`config.mk`:
```
export PLATFORM = sky130hd
export DESIGN_NAME = lpc_io_slave
export DESIGN_NICKNAME = d
export VERILOG_FILES = /design/src/rtl/lpcs_pkg.sv /design/src/rtl/lpcs_decode.sv /design/src/rtl/lpcs_seq.sv /design/src/rtl/lpcs_regs.sv /design/src/rtl/lpc_io_slave.sv
export SDC_FILE = /design/constraint.sdc
export NUM_CORES = 1
export LEC_CHECK = 0
export BUFFER_PORTS_ARGS = -buffer_cell sky130_fd_sc_hd__buf_4
export CAP_MARGIN = 25
export CORE_MARGIN = 3
export CORE_UTILIZATION = 50
export CTS_CLUSTER_SIZE = 25
export DETAILED_ROUTE_END_ITERATION = 12
export PLACE_DENSITY = 0.75
export SYNTH_ARGS = -nofsm -noshare
export SYNTH_HDL_FRONTEND = slang
export SYNTH_SLANG_ARGS = --single-unit
```
`constraint.sdc`:
```
create_clock -name clk -period 1.92 [get_ports clk]
set_input_delay 0 -clock clk [delete_from_list [all_inputs] [get_ports clk]]
set_output_delay 0 -clock clk [all_outputs]
set_load 0.03 [all_outputs]
```
`src/rtl/lpcs_pkg.sv`:
```
package lpcs_pkg;

  localparam logic [3:0] NIB_START = 4'h0;
  localparam logic [3:0] CT_IO_RD  = 4'h0;
  localparam logic [3:0] CT_IO_WR  = 4'h2;
  localparam logic [3:0] NIB_READY = 4'h0;
  localparam logic [3:0] NIB_TAR   = 4'hF;

  // step codes equal the cycle state number from 3 on; 1 covers start/type
  localparam logic [3:0] ST_IDLE    = 4'd0;
  localparam logic [3:0] ST_HEAD    = 4'd1;
  localparam logic [3:0] ST_ADDR_LO = 4'd6;
  localparam logic [3:0] ST_WD_LO   = 4'd7;
  localparam logic [3:0] ST_WD_HI   = 4'd8;
  localparam logic [3:0] ST_RSYNC   = 4'd9;
  localparam logic [3:0] ST_RD_LO   = 4'd10;
  localparam logic [3:0] ST_RD_HI   = 4'd11;
  localparam logic [3:0] ST_WSYNC   = 4'd11;
  localparam logic [3:0] ST_STAR    = 4'd12;
  localparam logic [3:0] ST_LAST    = 4'd13;

  typedef enum logic [1:0] {TGT_IN, TGT_OUT, TGT_STAT, TGT_MBOX} tgt_e;

  function automatic logic slave_owns(input logic [3:0] st, input logic rd);
    if (rd) return (st >= ST_RSYNC) && (st <= ST_STAR);
    return (st == ST_WSYNC) || (st == ST_STAR);
  endfunction

  function automatic logic [3:0] slave_nib(input logic [3:0] st, input logic rd,
                                           input logic [7:0] d);
    if (st == ST_STAR) return NIB_TAR;
    if (rd && st == ST_RD_LO) return d[3:0];
    if (rd && st == ST_RD_HI) return d[7:4];
    return NIB_READY;
  endfunction

  function automatic logic [7:0] status_byte(input logic inf, input logic outf);
    return {6'b0, inf, outf};
  endfunction

endpackage

```
`src/rtl/lpcs_decode.sv`:
```
module lpcs_decode
  import lpcs_pkg::*;
#(
  parameter logic [15:0] A_IN   = 16'h0A20,
  parameter logic [15:0] A_OUT  = 16'h0A21,
  parameter logic [15:0] A_STAT = 16'h0A22,
  parameter logic [15:0] A_MBOX = 16'h0A23
) (
  input  logic [15:0] addr,
  output logic        hit,
  output tgt_e        tgt
);
  localparam int NTGT = 4;
  localparam logic [15:0] TBL [NTGT] = '{A_IN, A_OUT, A_STAT, A_MBOX};

  logic [NTGT-1:0] match;

  for (genvar g = 0; g < NTGT; g++) begin : g_cmp
    assign match[g] = (addr == TBL[g]);
  end

  always_comb begin
    tgt = TGT_IN;
    for (int k = NTGT - 1; k >= 0; k--)
      if (match[k]) tgt = tgt_e'(2'(k));
  end

  assign hit = |match;
endmodule

```
`src/rtl/lpcs_seq.sv`:
```
module lpcs_seq
  import lpcs_pkg::*;
(
  input  logic        clk,
  input  logic        rst_n,
  input  logic        lframe_n,
  input  logic [3:0]  lad_i,
  output logic [3:0]  step,
  output logic        is_rd,
  output logic [15:0] addr_now,
  output logic        addr_done,
  output logic        commit,
  output logic        abort_evt,
  output logic [7:0]  wdata
);
  logic        start_ok;
  logic [11:0] addr_sh;
  logic        in_body;

  assign in_body   = (step > ST_HEAD);
  assign addr_now  = {addr_sh, lad_i};
  assign addr_done = (step == ST_ADDR_LO) && lframe_n;
  assign commit    = (step == ST_STAR) && lframe_n;
  assign abort_evt = in_body && !lframe_n;

  always_ff @(posedge clk or negedge rst_n) begin
    if (!rst_n) begin
      step     <= ST_IDLE;
      start_ok <= 1'b0;
      is_rd    <= 1'b0;
      addr_sh  <= '0;
      wdata    <= '0;
    end else if (step == ST_IDLE) begin
      if (!lframe_n) begin
        step     <= ST_HEAD;
        start_ok <= (lad_i == NIB_START);
      end
    end else if (step == ST_HEAD) begin
      if (!lframe_n)
        start_ok <= (lad_i == NIB_START);
      else if (start_ok && (lad_i == CT_IO_RD || lad_i == CT_IO_WR)) begin
        is_rd <= (lad_i == CT_IO_RD);
        step  <= 4'd3;
      end else
        step <= ST_IDLE;
    end else if (!lframe_n) begin
      step <= ST_IDLE;
    end else begin
      if (step <= ST_ADDR_LO) addr_sh <= addr_now[11:0];
      if (step == ST_WD_LO) wdata[3:0] <= lad_i;
      if (step == ST_WD_HI) wdata[7:4] <= lad_i;
      step <= (step == ST_LAST) ? ST_IDLE : step + 4'd1;
    end
  end
endmodule

```
`src/rtl/lpcs_regs.sv`:
```
module lpcs_regs #(
  parameter int DW = 8
) (
  input  logic          clk,
  input  logic          rst_n,
  input  logic          wr_in,
  input  logic          wr_mbox,
  input  logic          rd_out,
  input  logic [DW-1:0] wdata,
  input  logic [DW-1:0] cpu_out_data,
  input  logic          cpu_out_we,
  input  logic          cpu_in_ack,
  input  logic [DW-1:0] cpu_mbox_data,
  input  logic          cpu_mbox_we,
  output logic [DW-1:0] in_data,
  output logic          in_full,
  output logic [DW-1:0] out_data,
  output logic          out_full,
  output logic [DW-1:0] mbox_data
);
  always_ff @(posedge clk or negedge rst_n) begin
    if (!rst_n) begin
      in_data   <= '0;
      in_full   <= 1'b0;
      out_data  <= '0;
      out_full  <= 1'b0;
      mbox_data <= '0;
    end else begin
      if (wr_in) begin
        in_data <= wdata;
        in_full <= 1'b1;
      end else if (cpu_in_ack)
        in_full <= 1'b0;

      if (cpu_out_we) begin
        out_data <= cpu_out_data;
        out_full <= 1'b1;
      end else if (rd_out)
        out_full <= 1'b0;

      if (wr_mbox)          mbox_data <= wdata;
      else if (cpu_mbox_we) mbox_data <= cpu_mbox_data;
    end
  end
endmodule

```
`src/rtl/lpc_io_slave.sv`:
```
module lpc_io_slave
  import lpcs_pkg::*;
#(
  parameter logic [15:0] ADDR_IN   = 16'h0A20,
  parameter logic [15:0] ADDR_OUT  = 16'h0A21,
  parameter logic [15:0] ADDR_STAT = 16'h0A22,
  parameter logic [15:0] ADDR_MBOX = 16'h0A23
) (
  input  logic       clk,
  input  logic       rst_n,
  input  logic       lframe_n,
  input  logic [3:0] lad_i,
  output logic [3:0] lad_o,
  output logic       lad_oe,
  input  logic [7:0] cpu_out_data,
  input  logic       cpu_out_we,
  input  logic       cpu_in_ack,
  input  logic [7:0] cpu_mbox_data,
  input  logic       cpu_mbox_we,
  output logic [7:0] in_data,
  output logic       in_full,
  output logic       out_full,
  output logic [7:0] mbox_data,
  output logic       busy
);
  localparam int DW = 8;

  logic [3:0]    step;
  logic          is_rd;
  logic [15:0]   addr_now;
  logic          addr_done, commit, abort_evt;
  logic [DW-1:0] wdata, out_data, rdata_q, rd_mux;
  logic          hit, hit_q;
  tgt_e          tgt, tgt_q;
  logic          wr_in, wr_mbox, rd_out;

  lpcs_seq u_seq (
    .clk, .rst_n, .lframe_n, .lad_i,
    .step, .is_rd, .addr_now, .addr_done, .commit, .abort_evt, .wdata
  );

  lpcs_decode #(
    .A_IN(ADDR_IN), .A_OUT(ADDR_OUT), .A_STAT(ADDR_STAT), .A_MBOX(ADDR_MBOX)
  ) u_dec (
    .addr(addr_now), .hit, .tgt
  );

  always_comb begin
    unique case (tgt)
      TGT_IN:   rd_mux = in_data;
      TGT_OUT:  rd_mux = out_data;
      TGT_STAT: rd_mux = status_byte(in_full, out_full);
      default:  rd_mux = mbox_data;
    endcase
  end

  always_ff @(posedge clk or negedge rst_n) begin
    if (!rst_n) begin
      hit_q   <= 1'b0;
      tgt_q   <= TGT_IN;
      rdata_q <= '0;
      busy    <= 1'b0;
    end else if (addr_done) begin
      hit_q   <= hit;
      tgt_q   <= tgt;
      rdata_q <= rd_mux;
      busy    <= hit;
    end else if (commit || abort_evt) begin
      busy <= 1'b0;
    end
  end

  assign wr_in   = commit && hit_q && !is_rd && (tgt_q == TGT_IN);
  assign wr_mbox = commit && hit_q && !is_rd && (tgt_q == TGT_MBOX);
  assign rd_out  = commit && hit_q &&  is_rd && (tgt_q == TGT_OUT);

  lpcs_regs #(.DW(DW)) u_regs (
    .clk, .rst_n, .wr_in, .wr_mbox, .rd_out, .wdata,
    .cpu_out_data, .cpu_out_we, .cpu_in_ack, .cpu_mbox_data, .cpu_mbox_we,
    .in_data, .in_full, .out_data, .out_full, .mbox_data
  );

  assign lad_oe = hit_q && slave_owns(step, is_rd);
  assign lad_o  = lad_oe ? slave_nib(step, is_rd, rdata_q) : 4'h0;
endmodule

```
==> results.json <==
{
  "hold_viol_final": 0,
  "yosysTopAreaCell": "dfrtp_1",
  "power_frac_comb_pct": 17.2,
  "finalMaxSlewViolations": 0,
  "postCtsSetupBuffers": 0,
  "regToRegStartpoint": "u_seq.step[0]$_DFFE_PN0P_",
  "clk_latency_ns": 0.34,
  "rsz0062_at_grt": "false",
  "place_congestion": 0.834,
  "clk_pin_slew_ns": 0.07,
  "die_h_um": 82.6,
  "synth.avg_cell_area_um2": 11.6,
  "p_sw_mw": 0.893,
  "power.share.switching_pct": 26.6,
  "yosysTopAreaCellShare_pct": 54.5,
  "max-cap-violations": 0,
  "min_path_type": "input port to flip-flop",
  "seq_power_share_pct": 50.3,
  "synth_area_leaders": "dfrtp_1 55%, mux2_2 18%, nand2_1 4.1%, o21ai_0 3.6%, mux2i_1 2.7%",
  "outcome": "complete, no violations",
  "cp.required_ns": 2.14,
  "power_leakage_nw": 1.75,
  "dr.first_iter.drc_count": 128,
  "routed_wl_um": 7010,
  "cts_sinks": 64,
  "period_minus_slack_ns": 1.80,
  "cp_slowest_cell": "dfrtp_1",
  "synth_cell_types": 37,
  "grt_max_degree": 65,
  "coreArea_mm2": 0.00561,
  "ys_seq_elements": 64,
  "nFillCells": 422,
  "setup_violations": 0,
  "max-vdd-ir-drop_mv": 0.624,
  "grt_pass1_wl_um": 11400,
  "worstRegToRegCells": 5,
  "holdPathEnd": "u_regs.mbox_data[0]$_DFFE_PN0P_",
  "port_buffers": 49,
  "fp-row-count": 27,
  "cts_buffer_depth": 2,
  "antenna_found_initial": 0,
  "fin_crit_sh_pct": 93.6,
  "first_pass_iters": 4,
  "synth.net_count": 279,
  "antenna_left": 0,
  "max_slew.worst_pin.slew_ns": 0.795,
  "cts_htree_levels": 3,
  "finalClockSkew_ns": 0.00339,
  "fin_tns_setup_ns": 0,
  "ioPinCount": 50,
  "root_buffer": "clkbuf_8",
  "critPathBufInv": 1,
  "timing.rr.end": "u_regs.in_data[1]$_DFFE_PN0P_",
  "cp-start-kind": "flip-flop",
  "crit_type": "flip-flop to flip-flop",
  "drc": 0,
  "worstPathMaxFanout": 9,
  "vias_per_cell": 5.58,
  "crit_family": "simple AND/OR/NAND/NOR gates",
  "cp_slowest_stage_delay_ns": 0.37,
  "area_growth_pct": 31.0,
  "end_kind": "flip-flop",
  "nets": 358,
  "netlist_instances": 253,
  "worstPathCellList": "and4bb_2 -> nand3_1 -> nor4_4 -> buf_4 -> mux2_2",
  "wl_per_cell_um": 17.2,
  "hold_start": "cpu_mbox_data[0]",
  "fmax_mhz": 557,
  "grt_pass1_vias": 2244,
  "intPower_mw": 2.47,
  "p_per_area_mw_per_mm2": 875,
  "die_x_um": 82.6,
  "hpwl_um": 4690,
  "start_util_pct": 52.4,
  "clkPwrFrac_pct": 32.5,
  "r2r_slack_ns": 0.12,
  "synthesis.area_mm2": 0.00294,
  "die-area_mm2": 0.00683,
  "yosys_warnings": 0,
  "relSlewSlack_pct": 47.0,
  "worst_hold_slack_ns": 0.00381,
  "hold_depth": 3,
  "tritoncts": "yes",
  "dr_total_vias": 2275,
  "crit_arrival_ns": 2.02,
  "numCtsBuffers": 9,
  "ys_seq_area_share_pct": 54.5,
  "grt_use_total_pct": 22.8,
  "n_antenna_cell": 0,
  "grt.overflow.total": 0,
  "drive_gt1_share_pct": 39.0
}
==> metrics by stage <==
stage	instances	util (%)	instance area (µm²)	power [mW]	setup WS [ns]
after global placement	372	61.1	3430	2.22	0.116
after detailed placement	372	61.1	3430	2.24	0.0578
after CTS	408	68.3	3830	3.36	0.0343
after floorplan	253	-	2940	2.02	0.102
final	408	68.6	3850	3.36	0.123
after global routing	408	68.6	3850	3.53	0.0130
==> power by group through the flow <==
stage,Clock (mW),Combinational (mW),Sequential (mW)
floorplan,0,0.327,1.70
global placement,0,0.524,1.69
detailed placement,0,0.540,1.70
CTS,1.11,0.577,1.68
global route,1.18,0.631,1.72
finish,1.09,0.580,1.69
==> synth_stat cells <==
master	instances
a21oi_1	10
o21ai_0	21
xnor2_1	1
mux2_2	47
and3_1	1
nand4b_1	2
nor2_1	9
o22ai_1	1
nand3_1	3
inv_1	3
o21bai_1	1
nor4_4	1
a21o_1	1
o221a_2	2
or3_1	1
nor4bb_1	1
nand2b_1	1
o31ai_1	4
dfrtp_1	64
mux2i_1	8
nor4b_1	1
a21boi_0	1
a22oi_1	6
nor3_1	1
buf_2	2
buf_1	2
nand4_1	3
o211a_1	1
nand2_1	32
and2_1	2
nor3b_1	1
nor2b_1	2
nor4_1	5
and4bb_2	1
clkbuf_1	9
nor3_2	1
o211ai_1	1
==> layout by cell type, fill, tap and decap left out, types with 2 or more instances in the layout <==
cell | Yosys | routed
dfrtp_1 | 64 | 64
buf_4 | 0 | 60
mux2_2 | 47 | 47
nand2_1 | 32 | 32
o21ai_0 | 21 | 21
dlygate4sd3_1 | 0 | 21
clkbuf_8 | 0 | 13
a21oi_1 | 10 | 10
nor2_1 | 9 | 8
mux2i_1 | 8 | 8
a22oi_1 | 6 | 6
nor4_1 | 5 | 4
o31ai_1 | 4 | 4
inv_1 | 3 | 3
nand4_1 | 3 | 3
nand3_1 | 3 | 3
and2_1 | 2 | 2
nor2b_1 | 2 | 2
o221a_2 | 2 | 2
nand4b_1 | 2 | 2
==> flip-flops by register name, summed over array words and instances (netlist names), 2 cells and up <==
register          flops
u_regs.mbox_data      8
u_seq.step            4
u_seq.addr_sh        12
tgt_q                 2
u_seq.wdata           8
u_regs.in_data        8
u_regs.out_data       8
rdata_q               8
==> cell type report <==
| cell class | count | area [µm²] | area share, % |
|---|---|---|---|
| Clock buffer | 13 | 179 | 4.65 |
| Timing Repair Buffer | 81 | 661 | 17.2 |
| Inverter | 3 | 11.3 | 0.293 |
| Tap cell | 72 | 90.1 | 2.34 |
| Clock inverter | 2 | 12.5 | 0.325 |
| Multi-Input combinational cell | 173 | 1290 | 33.6 |
| Sequential cell | 64 | 1600 | 41.6 |
==> worst register-to-register path: cells and delay by family (launching register included) <==
family	cells	cell delay [ns]
DFF	1	0.37
and+or+nand+nor	3	0.73
muxes	1	0.36
buffers and inverters	1	0.22
==> how the worst max path moves through the flow <==
stage | startpoint | endpoint | slack (ns) | cells past startpoint
floorplan | u_seq.step[0]$_DFFE_PN0P_ | u_regs.in_data[0]$_DFFE_PN0P_ | 0.10 | 4
global placement | u_seq.addr_sh[11]$_DFFE_PN0P_ | rdata_q[5]$_DFFE_PN0P_ | 0.12 | 5
detailed placement | u_seq.addr_sh[11]$_DFFE_PN0P_ | rdata_q[5]$_DFFE_PN0P_ | 0.06 | 5
CTS | u_seq.addr_sh[11]$_DFFE_PN0P_ | rdata_q[5]$_DFFE_PN0P_ | 0.03 | 5
global route | u_seq.step[0]$_DFFE_PN0P_ | lad_o[0] | 0.01 | 6
finish | u_seq.step[0]$_DFFE_PN0P_ | u_regs.in_data[1]$_DFFE_PN0P_ | 0.12 | 5
==> routing by layer <==
layer / vias to the layer above / global-route usage (%) / share of wire, %
met5: - / 0 / 0
met3: 6 / 5.97 / 5.1
met4: 0 / 6.86 / 0.87
li1: 1079 / - / -
met2: 63 / 36.8 / 50
met1: 1127 / 30.2 / 44
==> logic make-up after synthesis <==
kind of cell | synth area share (%)
DFF | 54.5
muxes | 20.8
xor gates and xnor gates | 0.298
buffers and inverters | 2.13
AOI/OAI and AO/OA | 10.2
and+or+nand+nor | 12.1
==> timing repair <==
| action | in CTS | in global routing |
|---|---|---|
| endpoints found under the setup margin | 0 | 9 |
| endpoints found under the hold margin | 90 | 0 |
| gates resized for setup | 0 | 4 |
| hold buffers | 21 | 0 |
(Power assumes the default switching activity.)
